### src/rtl/irq_ctrl_pkg.sv
package irq_ctrl_pkg;
  localparam int unsigned EN_BASE    = 32'h0000_2000;
  localparam int unsigned EN_STRIDE  = 32'h0000_0080;
  localparam int unsigned CTX_BASE   = 32'h0020_0000;
  localparam int unsigned CTX_STRIDE = 32'h0000_1000;
  localparam int unsigned THR_OFS    = 32'h0;
  localparam int unsigned CLAIM_OFS  = 32'h4;

  typedef enum logic [2:0] {
    RG_NONE,
    RG_PRIO,
    RG_EN,
    RG_THR,
    RG_CLAIM
  } reg_region_e;
endpackage

### src/rtl/irq_gateway.sv
module irq_gateway #(
  parameter bit EDGE = 1'b0
) (
  input  logic clk,
  input  logic rst,
  input  logic req,
  input  logic claim,
  input  logic complete,
  output logic pending,
  output logic busy
);
  logic prev_q;
  logic trig;

  always_ff @(posedge clk) prev_q <= req;

  assign trig = EDGE ? (req && !prev_q) : req;

  always_ff @(posedge clk) begin
    if (rst) begin
      pending <= 1'b0;
      busy    <= 1'b0;
    end else if (claim) begin
      pending <= 1'b0;
      busy    <= 1'b1;
    end else begin
      if (complete && busy) busy <= 1'b0;
      if (!pending && !busy && trig) pending <= 1'b1;
    end
  end

  AST_CLAIM_BLOCKS: assert property (@(posedge clk) disable iff (rst)
    claim |=> (busy && !pending));
  AST_BUSY_NOT_PENDING: assert property (@(posedge clk) disable iff (rst)
    busy |-> !pending);
  AST_RELEASE_ON_COMPLETE: assert property (@(posedge clk) disable iff (rst)
    $fell(busy) |-> $past(complete));

  generate
    if (EDGE) begin : g_edge_chk
      AST_EDGE_NEEDS_RISE: assert property (@(posedge clk) disable iff (rst)
        $rose(pending) |-> ($past(req) && !$past(req, 2)));
    end else begin : g_level_chk
      AST_LEVEL_NEEDS_REQ: assert property (@(posedge clk) disable iff (rst)
        $rose(pending) |-> $past(req));
    end
  endgenerate
endmodule

### src/rtl/irq_arbiter.sv
module irq_arbiter #(
  parameter int NSRC   = 8,
  parameter int PRIO_W = 3,
  parameter int ID_W   = 4
) (
  input  logic                         clk,
  input  logic                         rst,
  input  logic [NSRC:1]                pend,
  input  logic [NSRC:1]                en,
  input  logic [NSRC:1][PRIO_W-1:0]    prio,
  input  logic [PRIO_W-1:0]            thresh,
  output logic [ID_W-1:0]              best_id
);
  logic [PRIO_W-1:0] best_prio;

  // Walk upward from source 1; a strict compare keeps the lower ID on ties,
  // and seeding with the threshold enforces "strictly above threshold".
  always_comb begin
    best_prio = thresh;
    best_id   = '0;
    for (int s = 1; s <= NSRC; s++) begin
      if (pend[s] && en[s] && (prio[s] > best_prio)) begin
        best_prio = prio[s];
        best_id   = ID_W'(s);
      end
    end
  end

  AST_WINNER_ELIGIBLE: assert property (@(posedge clk) disable iff (rst)
    (best_id != '0) |-> (pend[best_id] && en[best_id]));
  AST_WINNER_ABOVE_THRESH: assert property (@(posedge clk) disable iff (rst)
    (best_id != '0) |-> (prio[best_id] > thresh));
endmodule

### src/rtl/irq_router.sv
module irq_router
  import irq_ctrl_pkg::*;
#(
  parameter int              NSRC      = 8,
  parameter int              NCTX      = 2,
  parameter int              PRIO_W    = 3,
  parameter int              ADDR_W    = 24,
  parameter logic [NSRC-1:0] EDGE_MASK = '0
) (
  input  logic              clk,
  input  logic              rst,
  input  logic [ADDR_W-1:0] bus_addr,
  input  logic [31:0]       bus_wdata,
  input  logic              bus_we,
  input  logic              bus_re,
  output logic [31:0]       bus_rdata,
  input  logic [NSRC-1:0]   src_req,
  output logic [NCTX-1:0]   irq_o
);
  localparam int ID_W     = $clog2(NSRC + 1);
  localparam int EN_WORDS = (NSRC + 32) / 32;

  logic [NSRC:1][PRIO_W-1:0] prio_q;
  logic [NCTX-1:0][NSRC:1]   en_q;
  logic [NCTX-1:0][PRIO_W-1:0] thr_q;
  logic [NCTX-1:0][ID_W-1:0] best_id;
  logic [NSRC:1]             pending_v, busy_v, claim_vec, cmpl_vec;
  logic [NCTX-1:0]           irq_q;
  logic [31:0]               rdata_q, rd_word;

  // Address decode
  logic [31:0] a32, rel, sel_src, sel_ctx, sel_word;
  reg_region_e rgn;

  always_comb begin
    a32      = 32'(bus_addr);
    rel      = '0;
    sel_src  = '0;
    sel_ctx  = '0;
    sel_word = '0;
    rgn      = RG_NONE;
    if (a32 < EN_BASE) begin
      sel_src = a32 >> 2;
      if (a32[1:0] == 2'b00 && sel_src <= 32'(NSRC)) rgn = RG_PRIO;
    end else if (a32 < CTX_BASE) begin
      rel      = a32 - EN_BASE;
      sel_ctx  = rel / EN_STRIDE;
      sel_word = (rel % EN_STRIDE) >> 2;
      if (rel[1:0] == 2'b00 && sel_ctx < 32'(NCTX) && sel_word < 32'(EN_WORDS))
        rgn = RG_EN;
    end else begin
      rel     = a32 - CTX_BASE;
      sel_ctx = rel / CTX_STRIDE;
      if (sel_ctx < 32'(NCTX)) begin
        if ((rel % CTX_STRIDE) == THR_OFS)        rgn = RG_THR;
        else if ((rel % CTX_STRIDE) == CLAIM_OFS) rgn = RG_CLAIM;
      end
    end
  end

  // Register writes
  always_ff @(posedge clk) begin
    if (rst) begin
      prio_q <= '0;
      en_q   <= '0;
      thr_q  <= '0;
    end else if (bus_we) begin
      case (rgn)
        RG_PRIO: begin
          for (int s = 1; s <= NSRC; s++)
            if (32'(s) == sel_src) prio_q[s] <= bus_wdata[PRIO_W-1:0];
        end
        RG_EN: begin
          for (int c = 0; c < NCTX; c++)
            for (int s = 1; s <= NSRC; s++)
              if (32'(c) == sel_ctx && 32'(s / 32) == sel_word)
                en_q[c][s] <= bus_wdata[s % 32];
        end
        RG_THR: begin
          for (int c = 0; c < NCTX; c++)
            if (32'(c) == sel_ctx) thr_q[c] <= bus_wdata[PRIO_W-1:0];
        end
        default: ;
      endcase
    end
  end

  // Read mux
  always_comb begin
    rd_word = '0;
    case (rgn)
      RG_PRIO: begin
        for (int s = 1; s <= NSRC; s++)
          if (32'(s) == sel_src) rd_word = 32'(prio_q[s]);
      end
      RG_EN: begin
        for (int c = 0; c < NCTX; c++)
          for (int s = 1; s <= NSRC; s++)
            if (32'(c) == sel_ctx && 32'(s / 32) == sel_word)
              rd_word[s % 32] = en_q[c][s];
      end
      RG_THR: begin
        for (int c = 0; c < NCTX; c++)
          if (32'(c) == sel_ctx) rd_word = 32'(thr_q[c]);
      end
      RG_CLAIM: begin
        for (int c = 0; c < NCTX; c++)
          if (32'(c) == sel_ctx) rd_word = 32'(best_id[c]);
      end
      default: ;
    endcase
  end

  always_ff @(posedge clk) begin
    if (rst)         rdata_q <= '0;
    else if (bus_re) rdata_q <= rd_word;
  end
  assign bus_rdata = rdata_q;

  // Claim and completion strobes per source
  always_comb begin
    claim_vec = '0;
    cmpl_vec  = '0;
    for (int c = 0; c < NCTX; c++) begin
      for (int s = 1; s <= NSRC; s++) begin
        if (rgn == RG_CLAIM && 32'(c) == sel_ctx) begin
          if (bus_re && best_id[c] == ID_W'(s)) claim_vec[s] = 1'b1;
          if (bus_we && bus_wdata == 32'(s) && en_q[c][s]) cmpl_vec[s] = 1'b1;
        end
      end
    end
  end

  generate
    for (genvar s = 1; s <= NSRC; s++) begin : g_gw
      irq_gateway #(.EDGE(EDGE_MASK[s-1])) u_gw (
        .clk      (clk),
        .rst      (rst),
        .req      (src_req[s-1]),
        .claim    (claim_vec[s]),
        .complete (cmpl_vec[s]),
        .pending  (pending_v[s]),
        .busy     (busy_v[s])
      );
    end

    for (genvar c = 0; c < NCTX; c++) begin : g_ctx
      irq_arbiter #(.NSRC(NSRC), .PRIO_W(PRIO_W), .ID_W(ID_W)) u_arb (
        .clk     (clk),
        .rst     (rst),
        .pend    (pending_v),
        .en      (en_q[c]),
        .prio    (prio_q),
        .thresh  (thr_q[c]),
        .best_id (best_id[c])
      );

      always_ff @(posedge clk) begin
        if (rst) irq_q[c] <= 1'b0;
        else     irq_q[c] <= (best_id[c] != '0);
      end
    end
  endgenerate

  assign irq_o = irq_q;

  AST_ONE_CLAIM: assert property (@(posedge clk) disable iff (rst)
    $onehot0(claim_vec));
  AST_ONE_COMPLETE: assert property (@(posedge clk) disable iff (rst)
    $onehot0(cmpl_vec));
endmodule

### config.mk
export PLATFORM = sky130hd
export DESIGN_NAME = irq_router
export DESIGN_NICKNAME = d
export VERILOG_FILES = /design/src/rtl/irq_ctrl_pkg.sv /design/src/rtl/irq_gateway.sv /design/src/rtl/irq_arbiter.sv /design/src/rtl/irq_router.sv
export SDC_FILE = /design/constraint.sdc
export NUM_CORES = 1
export LEC_CHECK = 0
export ABC_AREA = 1
export BUFFER_PORTS_ARGS = -buffer_cell sky130_fd_sc_hd__buf_2
export CORE_MARGIN = 2
export CORE_UTILIZATION = 35
export CTS_CLUSTER_DIAMETER = 80
export CTS_CLUSTER_SIZE = 30
export DETAILED_ROUTE_END_ITERATION = 10
export PLACE_DENSITY = 0.64
export RECOVER_POWER = 50
export SLEW_MARGIN = 10
export SYNTH_ARGS = -nofsm -noshare
export SYNTH_HDL_FRONTEND = slang
export SYNTH_SLANG_ARGS = --single-unit
export TNS_END_PERCENT = 1
### constraint.sdc
create_clock -name clk -period 11.1 [get_ports clk]
set_input_delay 2.22 -clock clk [delete_from_list [all_inputs] [get_ports clk]]
set_output_delay 2.22 -clock clk [all_outputs]
set_load 0.02 [all_outputs]
==> results of run 1 <==
==> registers in the layout (all words and copies together), names as in the netlist <==
name               flops
bus_rdata              9
en_q                  16
g_gw.u_gw.busy         8
g_gw.u_gw.pending      8
irq_o                  2
prio_q                24
thr_q                  6
==> worst min path at each step <==
stage	start	slack, ps	endpoint
floorplan	g_gw[5].u_gw.busy$_SDFFE_PP0P_	440	g_gw[5].u_gw.busy$_SDFFE_PP0P_
global placement	g_gw[6].u_gw.busy$_SDFFE_PP0P_	450	g_gw[6].u_gw.busy$_SDFFE_PP0P_
detailed placement	bus_rdata[7]$_SDFFE_PP0P_	450	bus_rdata[7]$_SDFFE_PP0P_
CTS	bus_rdata[7]$_SDFFE_PP0P_	460	bus_rdata[7]$_SDFFE_PP0P_
global route	bus_rdata[8]$_SDFFE_PP0P_	480	bus_rdata[8]$_SDFFE_PP0P_
finish	bus_rdata[7]$_SDFFE_PP0P_	460	bus_rdata[7]$_SDFFE_PP0P_
==> final cells by class <==
class / count / area share
multi-input combinational: 706 / 0.566
tap: 220 / 0.0403
timing repair buffer: 79 / 0.0561
clock inverter: 7 / 0.0125
clock buffer: 9 / 0.0330
inverter: 141 / 0.0777
sequential: 73 / 0.214
==> power groups by stage <==
stage	Sequential, mW	Combinational (mW)	Clock, mW
finish	0.266	0.0485	0.311
global route	0.266	0.0541	0.328
CTS	0.266	0.0482	0.315
detailed placement	0.272	0.0481	0
global placement	0.272	0.0476	0
floorplan	0.271	0.0332	0
==> logic make-up after synthesis <==
family | after synthesis
AOI/OAI and AO/OA | 250
xor gates and xnor gates | 8
adders and majority gates | 36
buffers and inverters | 180
DFF | 73
other | 1
and+or+nand+nor | 389
==> metrics by stage <==
step	util	area, um^2
after CTS	0.410	6840
final	0.409	6830
after detailed placement	0.391	6530
after global routing	0.409	6830
after floorplan	-	6100
after global placement	0.391	6530
==> cell usage in the layout (no fill, tap or decap), drive strengths merged, types with 2 or more instances in the layout <==
cell type  Yosys  final
o221ai         2      2
nor3          15     15
nand3         59     59
ha            36     36
o21bai         8      8
clkbuf        14     21
and3           3      3
a31oi          3      3
o311ai         2      2
o22ai          8      8
nor4          13     13
buf           25     67
nand4         19     19
o21a           2      2
inv          138    142
nor2          75     75
xnor2          2      2
o2111ai        2      2
a22o           3      3
o21ai        108    108
a32oi          3      3
nand2        203    203
xor2           6      6
conb           1     23
o211ai        11     11
a21oi         81     81
clkinv         3      5
a221oi         2      2
o32ai          8      8
dfxtp         73     73
a211oi         2      2
==> layer usage <==
layer / global-route usage / up-vias
li1: - / 3291
met1: 0.277 / 2899
met2: 0.331 / 233
met3: 0.0285 / 26
met4: 0.0538 / 0
met5: 0 / -
==> worst max-delay path, delay by kind of cell, from the launching register on <==
family | cells | cell delay (ps)
simple gates | 23 | 2880
compound gates | 19 | 3490
buf+inv | 2 | 180
flops | 1 | 470
fa+ha+maj | 8 | 2440
==> results.ini, run 1 <==
[floorplan]
die_w_um = 135
initial_utilization = 0.360
dieArea_um2 = 18300
die_y_um = 135
coreArea_um2 = 16700
pin_count = 102
rows = 47

[logic_synthesis]
yosysWarnings = 0
ys_async_sr_fraction = 0
synthTopCellsByArea = dfxtp_1 (24%), nand2_1 (11%), inv_1 (8.6%)
synth_compound_area_frac = 0.239
yosys.cell_types.count = 51
synth_most_common_cell = nand2_1
avgSynthCellArea_um2 = 6.42
yosysSeqAreaShare = 0.243
synth-main-ff-cell = dfxtp_1
muxShareOfSynthArea = 0
synth_area_leader_cell = dfxtp_1
synth_top_family_by_area = simple AND/OR/NAND/NOR gates
synth_top_area_share = 0.243
synthCells = 937
synthXorXnorAreaFrac = 0.0116
ys_top_cells_by_count = nand2_1 (180), inv_1 (138), o21ai_0 (101)
ys_ff_latch = 73
synth_fa_ha_area_frac = 0.0749
syn-cell-area_um2 = 6020
synth_edf_count = 0
yosys.area_share.simple = 0.303

[finish]
fillers = 1792
drive_above_1_share = 0.128
antenna_cells = 0
final_nets = 1114
syn_to_final_growth_pct = 13.5
multiInputGateArea_um2 = 3860
regArea_um2 = 1460
final_cell_count_no_fill = 1235

[setup_path]
cp-start-kind = flop
reg2reg_depth = 52
worst-endpoint-arrival_ps = 9840
r2r_slack_ps = 1510
slowest_stage = dfxtp_1
crit_path_end_kind = flop
rr_startpoint = prio_q[2]$_SDFFE_PP0P_
crit_required_ps = 11340
critPathKind = flop to flop
regToRegEndpoint = g_gw[4].u_gw.pending$_SDFFE_PP0P_
max_stage_delay_ps = 470
startpoint = prio_q[2]$_SDFFE_PP0P_
cp-endpoint = g_gw[4].u_gw.pending$_SDFFE_PP0P_
crit_top_cell = o21ai_0
cp_max_fo = 11

[cts]
cts_root_buf = clkbuf_16
cts_hold_buf = 0
cts_resized = 0
clk_latency_ps = 340
path_clk_slew_ps = 70
htree_levels = 3
cts.sinks = 73
clk_path_buf_depth = 2
cts_made_buffers = 9
cts_setup_buffers = 0
cts_tree = built

[power]
p_switching_mw = 0.167
switching_share = 0.267
seqPwrFrac = 0.425
p_leak_nw = 3.04
internal_power_mw = 0.459
combPwrFrac = 0.078
power_density_nw_per_um2 = 91.7
clkPwrFrac = 0.497
peakVddDrop_mv = 0.0514
finalPower_mw = 0.626

[timing]
slew_headroom = 0.407
worst_slack_ps = 1510
tns_ps = 0
hold_viol_final = 0
slew_violations = 0
hold_slack_ps = 464
rsz0062_at_grt = no
fmax_mhz = 104
tightest_slew_ps = 886
finalSetupViolCount = 0
period_share = 0.864
fin_crit_ps = 9590
fin_skew_ps = 9.06

[route]
viasPerCell = 5.22
finalWirelength_mm = 18.3
top_layer = met4
met3WireLength_mm = 1.31
drtAntennaViolNets = 0
drt_iter0_markers = 539
drc_errors = 0
dr.pass1.iters = 5
met2_length_mm = 8.34
post_drt_wl_per_cell_um = 14.8
vias = 6449
drt-met1-wl_mm = 8.34

[grt]
overflow = 0
grt_usage = 0.202
grt_pass1_vias = 5848
grt_pass1_wl_mm = 29.2
grt_antenna_before_repair = 0
grt_max_degree = 55

[run_status]
outcome = finished, final reports clean

[hold_path]
hp-class = flop to flop
min_path_cells = 2

[placement]
dp.cells = 1219
gp_congestion = 0.931
port_buffers = 78
place_ws_ps = 1620
hpwlAfterDp_mm = 14.6

[run]
maxCapViolations = 0

(Power assumes the default switching activity.)
==> inputs of run 2 (changes only) <==
--- a/config.mk
+++ b/config.mk
@@ -8,11 +8,11 @@
 export ABC_AREA = 1
 export BUFFER_PORTS_ARGS = -buffer_cell sky130_fd_sc_hd__buf_2
 export CORE_MARGIN = 2
-export CORE_UTILIZATION = 35
+export CORE_UTILIZATION = 50
 export CTS_CLUSTER_DIAMETER = 80
 export CTS_CLUSTER_SIZE = 30
 export DETAILED_ROUTE_END_ITERATION = 10
-export PLACE_DENSITY = 0.64
+export PLACE_DENSITY = 0.82
 export RECOVER_POWER = 50
 export SLEW_MARGIN = 10
 export SYNTH_ARGS = -nofsm -noshare
==> results.ini, run 2 (synthesized netlist as in run 1, its figures left out) <==
[run_status]
outcome = finished, final reports clean  ; unchanged

[timing]
hold_viol_final = 0  ; unchanged
slew_violations = 0  ; unchanged
period_share = 0.868  ; was 0.864
tightest_slew_ps = 857  ; was 886 ps
hold_slack_ps = 463  ; was 464 ps
fin_crit_ps = 9640  ; was 9590 ps
finalSetupViolCount = 0  ; unchanged
fin_skew_ps = 9.13  ; was 9.06 ps
fmax_mhz = 104  ; about the same
slew_headroom = 0.427  ; was 0.407
rsz0062_at_grt = no  ; unchanged
tns_ps = 0  ; unchanged

[finish]
largest_register_ffs = 24  ; unchanged
antenna_cells = 0  ; unchanged
drive_above_1_share = 0.128  ; unchanged
syn_to_final_growth_pct = 11.9  ; was 13.5%
regArea_um2 = 1460  ; unchanged
fillers = 1188  ; was 1792
final_cell_mix = nand2_1 (180), inv_1 (138), o21ai_0 (101)  ; unchanged
multiInputGateArea_um2 = 3860  ; unchanged
layout_commonest_cell = nand2_1  ; unchanged
final_nets = 1114  ; unchanged
regMostFlops = prio_q  ; unchanged

[placement]
port_buffers = 78  ; unchanged
gp_congestion = 0.948  ; was 0.931
hpwlAfterDp_mm = 13.7  ; was 14.6 mm

[setup_path]
critPathKind = flop to flop  ; unchanged
crit_path_end_kind = flop  ; unchanged
reg2reg_depth = 51  ; was 52
crit_cells = 51  ; was 52
crit_top_cell = o21ai_0  ; unchanged
slowest_stage = dfxtp_1  ; unchanged
worst-endpoint-arrival_ps = 9880  ; was 9840 ps
crit_buf_inv = 1  ; was 2
cp-start-kind = flop  ; unchanged
crit_required_ps = 11350  ; was 11340 ps
crit_family = compound AO/OA/AOI/OAI gates  ; unchanged
cp_max_fo = 11  ; unchanged
max_stage_delay_ps = 460  ; was 470 ps

[power]
internal_power_mw = 0.458  ; was 0.459 mW
finalPower_mw = 0.619  ; was 0.626 mW
p_leak_nw = 3.03  ; was 3.04 nW
power_density_nw_per_um2 = 92.0  ; was 91.7 nW/um^2
combPwrFrac = 0.077  ; was 0.078
p_switching_mw = 0.162  ; was 0.167 mW
seqPwrFrac = 0.430  ; was 0.425
switching_share = 0.261  ; was 0.267
peakVddDrop_mv = 0.0648  ; was 0.0514 mV
clkPwrFrac = 0.493  ; was 0.497

[route]
viasPerCell = 5.71  ; was 5.22
drt_iter0_markers = 490  ; was 539
finalWirelength_mm = 17.3  ; was 18.3 mm
dr.pass1.iters = 7  ; was 5
post_drt_wl_per_cell_um = 14.9  ; was 14.8 um
drtAntennaViolNets = 0  ; unchanged
vias = 6636  ; was 6449
drc_errors = 0  ; unchanged

[hold_path]
min_path_cells = 2  ; unchanged
hp-class = flop to flop  ; unchanged

[cts]
clk_latency_ps = 350  ; was 340 ps
cts_setup_buffers = 0  ; unchanged
cts_tree = built  ; unchanged
cts_resized = 0  ; unchanged
cts_root_buf = clkbuf_16  ; unchanged
cts_made_buffers = 9  ; unchanged
htree_levels = 3  ; unchanged
cts.sinks = 73  ; unchanged
clk_path_buf_depth = 2  ; unchanged
path_clk_slew_ps = 70  ; about the same
cts_hold_buf = 0  ; unchanged

[grt]
grt_max_degree = 55  ; unchanged
grt_antenna_before_repair = 0  ; unchanged
grt_pass1_wl_mm = 28.6  ; was 29.2 mm
grt_pass1_vias = 6122  ; was 5848
grt_usage = 0.275  ; was 0.202
overflow = 0  ; unchanged

[floorplan]
dieArea_um2 = 12900  ; was 18300 um^2
pin_count = 102  ; unchanged
die_y_um = 114  ; was 135 um
initial_utilization = 0.507  ; was 0.360
rows = 40  ; was 47
coreArea_um2 = 11900  ; was 16700 um^2
die_w_um = 114  ; was 135 um

[run]
maxCapViolations = 0  ; unchanged

-- run 2: power groups by stage --
stage                     sequential [mW]  combinational, mW  clock [mW]
final                               0.266             0.0479       0.305
after detailed placement            0.272             0.0472           0
after global routing                0.266             0.0529       0.316
after CTS                           0.266             0.0473       0.305
after floorplan                     0.271             0.0332           0
after global placement              0.272             0.0468           0
-- run 2: worst min-delay path, delay by kind of cell (launching register included) --
| kind | cells | cell delay, ps |
|---|---|---|
| AOI/OAI and AO/OA | 1 | 50 |
| DFF | 1 | 310 |
| and+or+nand+nor | 1 | 60 |
-- run 2: worst paths after layout --
kind	from	end	slack [ps]
worst max-delay path	prio_q[2]$_SDFFE_PP0P_	g_gw[4].u_gw.pending$_SDFFE_PP0P_	1460
worst min-delay path	bus_rdata[0]$_SDFFE_PP0P_	bus_rdata[0]$_SDFFE_PP0P_	460
worst max register to register	prio_q[2]$_SDFFE_PP0P_	g_gw[4].u_gw.pending$_SDFFE_PP0P_	1460
worst min register to register	bus_rdata[0]$_SDFFE_PP0P_	bus_rdata[0]$_SDFFE_PP0P_	460
-- run 2: per-layer routing --
| metal | wire length (um) | global-route usage | up-vias |
|---|---|---|---|
| met1 | 7140 | 0.337 | 2959 |
| li1 | - | - | 3300 |
| met2 | 7810 | 0.450 | 316 |
| met4 | 737 | 0.136 | 0 |
| met3 | 1620 | 0.0680 | 61 |
| met5 | 0 | 0 | - |
-- run 2: cell type report --
type	count	area share
Multi-Input combinational cell	706	0.574
Inverter	141	0.0788
Tap cell	147	0.0273
Timing Repair Buffer	79	0.0569
Clock inverter	7	0.0125
Sequential cell	73	0.217
Clock buffer	9	0.0335
-- run 2: through the flow --
stage | util | setup slack [ps] | cells | area [um^2]
2_1_floorplan | - | 2960 | 959 | 6100
3_3_place_gp | 0.543 | 1700 | 1146 | 6440
3_5_place_dp | 0.543 | 1640 | 1146 | 6440
4_1_cts | 0.569 | 1620 | 1162 | 6750
5_1_grt | 0.568 | 430 | 1162 | 6730
6_report | 0.568 | 1460 | 1162 | 6730
==> inputs of run 3 (changes only) <==
--- a/config.mk
+++ b/config.mk
@@ -5,7 +5,6 @@
 export SDC_FILE = /design/constraint.sdc
 export NUM_CORES = 1
 export LEC_CHECK = 0
-export ABC_AREA = 1
 export BUFFER_PORTS_ARGS = -buffer_cell sky130_fd_sc_hd__buf_2
 export CORE_MARGIN = 2
 export CORE_UTILIZATION = 50
==> results.ini, run 3 <==
[run_status]
outcome = complete, but fails checks  ; was finished, final reports clean
violations = setup timing

[route]
drtAntennaViolNets = 0  ; unchanged
dr.pass1.iters = 5  ; was 7
finalWirelength_mm = 22.0  ; was 17.3 mm
post_drt_wl_per_cell_um = 19.1  ; was 14.9 um
drc_errors = 0  ; unchanged
viasPerCell = 6.17  ; was 5.71
drt_iter0_markers = 641  ; was 490
vias = 7107  ; was 6636

[cts]
cts_tree = built  ; unchanged
cts.sinks = 73  ; unchanged
clk_latency_ps = 340  ; was 350 ps
cts_hold_buf = 0  ; unchanged
cts_made_buffers = 9  ; unchanged
htree_levels = 3  ; unchanged
path_clk_slew_ps = 60  ; was 70 ps
clk_path_buf_depth = 2  ; unchanged
cts_root_buf = clkbuf_16  ; unchanged

[floorplan]
die_w_um = 116  ; was 114 um
coreArea_um2 = 12200  ; was 11900 um^2
die_y_um = 116  ; was 114 um
dieArea_um2 = 13500  ; was 12900 um^2
initial_utilization = 0.518  ; was 0.507
rows = 40  ; unchanged
pin_count = 102  ; unchanged

[logic_synthesis]
yosysSeqAreaShare = 0.232  ; was 0.243
yosys.cell_types.count = 87  ; was 51
ys_ff_latch = 73  ; unchanged
synthTopCellsByArea = dfxtp_1 (23%), ha_1 (7.2%), mux2i_1 (7.0%)  ; was dfxtp_1 (24%), nand2_1 (11%), inv_1 (8.6%)
ys_async_sr_fraction = 0  ; unchanged
synth_most_common_cell = nor2_1  ; was nand2_1
syn-cell-area_um2 = 6300  ; was 6020 um^2
ys_top_cells_by_count = nor2_1 (98), dfxtp_1 (73), nand2_1 (73)  ; was nand2_1 (180), inv_1 (138), o21ai_0 (101)
synth_top_area_share = 0.232  ; was 0.243
synth_edf_count = 0  ; unchanged
synth_area_leader_cell = dfxtp_1  ; unchanged
synth-main-ff-cell = dfxtp_1  ; unchanged
yosysWarnings = 0  ; unchanged
synthCells = 817  ; was 937
avgSynthCellArea_um2 = 7.71  ; was 6.42 um^2

[grt]
grt_pass1_vias = 6703  ; was 6122
grt_pass1_wl_mm = 33.7  ; was 28.6 mm
overflow = 0  ; unchanged
grt_antenna_before_repair = 0  ; unchanged
grt_usage = 0.317  ; was 0.275
grt_max_degree = 69  ; was 55

[timing]
fmax_mhz = 88.4  ; was 104 MHz
finalSetupViolCount = 6  ; was 0
worst_slack_ps = -211  ; was 1460 ps
tightest_slew_ps = 974  ; was 857 ps
period_share = 1.02  ; was 0.868
slew_violations = 0  ; unchanged
hold_viol_final = 0  ; unchanged
fin_crit_ps = 11310  ; was 9640 ps
rsz0062_at_grt = yes  ; was no
fin_skew_ps = 6.20  ; was 9.13 ps
slew_headroom = 0.348  ; was 0.427

[power]
switching_share = 0.238  ; was 0.261
power_density_nw_per_um2 = 74.3  ; was 92.0 nW/um^2
p_switching_mw = 0.147  ; was 0.162 mW
peakVddDrop_mv = 0.0783  ; was 0.0648 mV
p_leak_nw = 3.30  ; was 3.03 nW
seqPwrFrac = 0.432  ; was 0.430
clkPwrFrac = 0.491  ; was 0.493
combPwrFrac = 0.077  ; about the same
internal_power_mw = 0.472  ; was 0.458 mW

[placement]
port_buffers = 78  ; unchanged
dp.cells = 1098  ; was 1146
gp_congestion = 0.994  ; was 0.948
place_ws_ps = -289  ; was 1640 ps
hpwlAfterDp_mm = 15.7  ; was 13.7 mm

[finish]
final_cell_mix = buf_4 (103), nor2_1 (91), nand2_1 (68)  ; was nand2_1 (180), inv_1 (138), o21ai_0 (101)
largest_register_ffs = 24  ; unchanged
layout_commonest_cell = buf_4  ; was nand2_1
syn_to_final_growth_pct = 32.3  ; was 11.9%
regMostFlops = prio_q  ; unchanged
drive_above_1_share = 0.309  ; was 0.128
final_nets = 1082  ; was 1114
antenna_cells = 0  ; unchanged
final_cell_count_no_fill = 1151  ; was 1162

[setup_path]
worst-endpoint-arrival_ps = 11500  ; was 9880 ps
cp_max_fo = 5  ; was 11
crit_required_ps = 11290  ; was 11350 ps
max_stage_delay_ps = 510  ; was 460 ps
crit_top_cell = ha_4  ; was o21ai_0
slowest_stage = or4b_4  ; was dfxtp_1
crit_path_end_kind = flop  ; unchanged
critPathKind = flop to flop  ; unchanged
cp-start-kind = flop  ; unchanged

[run]
maxCapViolations = 0  ; unchanged

[hold_path]
hp-class = flop to flop  ; unchanged

run 3: stage by stage:
| stage | power [mW] | setup TNS (ps) | hold slack [ps] | area [um^2] | util |
|---|---|---|---|---|---|
| 2_1_floorplan | 0.303 | -11.4 | 446 | 6630 | - |
| 3_3_place_gp | 0.318 | -265 | 459 | 7410 | 0.610 |
| 3_5_place_dp | 0.319 | -2960 | 473 | 7410 | 0.610 |
| 4_1_cts | 0.617 | 0 | 481 | 7980 | 0.656 |
| 5_1_grt | 0.633 | -5810 | 515 | 8330 | 0.685 |
| 6_report | 0.619 | -583 | 478 | 8330 | 0.685 |
run 3: logic make-up (layout without fill, tap and decap cells):
group,Yosys count,in the layout,share of synthesized area
and+or+nand+nor,331,331,0.260
AOI/OAI and AO/OA,193,193,0.220
buffers and inverters,102,246,0.0759
adders and majority gates,40,40,0.0779
muxes,68,68,0.121
other,1,23,0.000596
xor gates and xnor gates,9,9,0.0125
DFF,73,73,0.232
run 3: timing repair:
item                       in CTS  in global routing
pin swaps                      29                 53
resized for setup              26                 53
setup endpoints to repair      20                 21
setup buffers                  22                 15
run 3: metal layers:
metal,share of wire,wire length [um],global-route usage,vias up
met1,0.40,8710,0.408,3324
met2,0.47,10300,0.531,400
met3,0.092,2030,0.0431,86
met5,0,0,0,-
met4,0.045,998,0.142,0
li1,-,-,-,3297
run 3: worst max-delay path, delay by kind of cell, from the launching register on:
family	cells	cell delay [ps]
compound gates	16	2730
fa+ha+maj	11	3010
buf+inv	1	80
flops	1	360
mux	5	1670
simple gates	19	3310
run 3: cell type report:
| class | instances | area (um^2) |
|---|---|---|
| timing repair buffer | 185 | 1170 |
| sequential | 73 | 1470 |
| clock inverter | 2 | 35.0 |
| multi-input combinational | 664 | 5000 |
| fill | 962 | 3830 |
| inverter | 45 | 169 |
| tap | 168 | 210 |
| clock buffer | 14 | 274 |
run 3: final timing paths:
check / start / to / slack [ps] / cells past startpoint
min: g_gw[6].u_gw.busy$_SDFFE_PP0P_ / g_gw[6].u_gw.busy$_SDFFE_PP0P_ / 480 / 2
max: prio_q[1]$_SDFFE_PP0P_ / g_gw[3].u_gw.pending$_SDFFE_PP0P_ / -210 / 52
max reg2reg: prio_q[1]$_SDFFE_PP0P_ / g_gw[3].u_gw.pending$_SDFFE_PP0P_ / -210 / 52
min reg2reg: g_gw[6].u_gw.busy$_SDFFE_PP0P_ / g_gw[6].u_gw.busy$_SDFFE_PP0P_ / 480 / 2
run 3: power groups by stage:
stage	combinational [mW]	sequential [mW]	clock [mW]
after floorplan	0.0316	0.272	0
after global placement	0.0456	0.273	0
after detailed placement	0.0464	0.273	0
after CTS	0.0464	0.267	0.304
after global routing	0.0512	0.267	0.314
final	0.0475	0.267	0.304
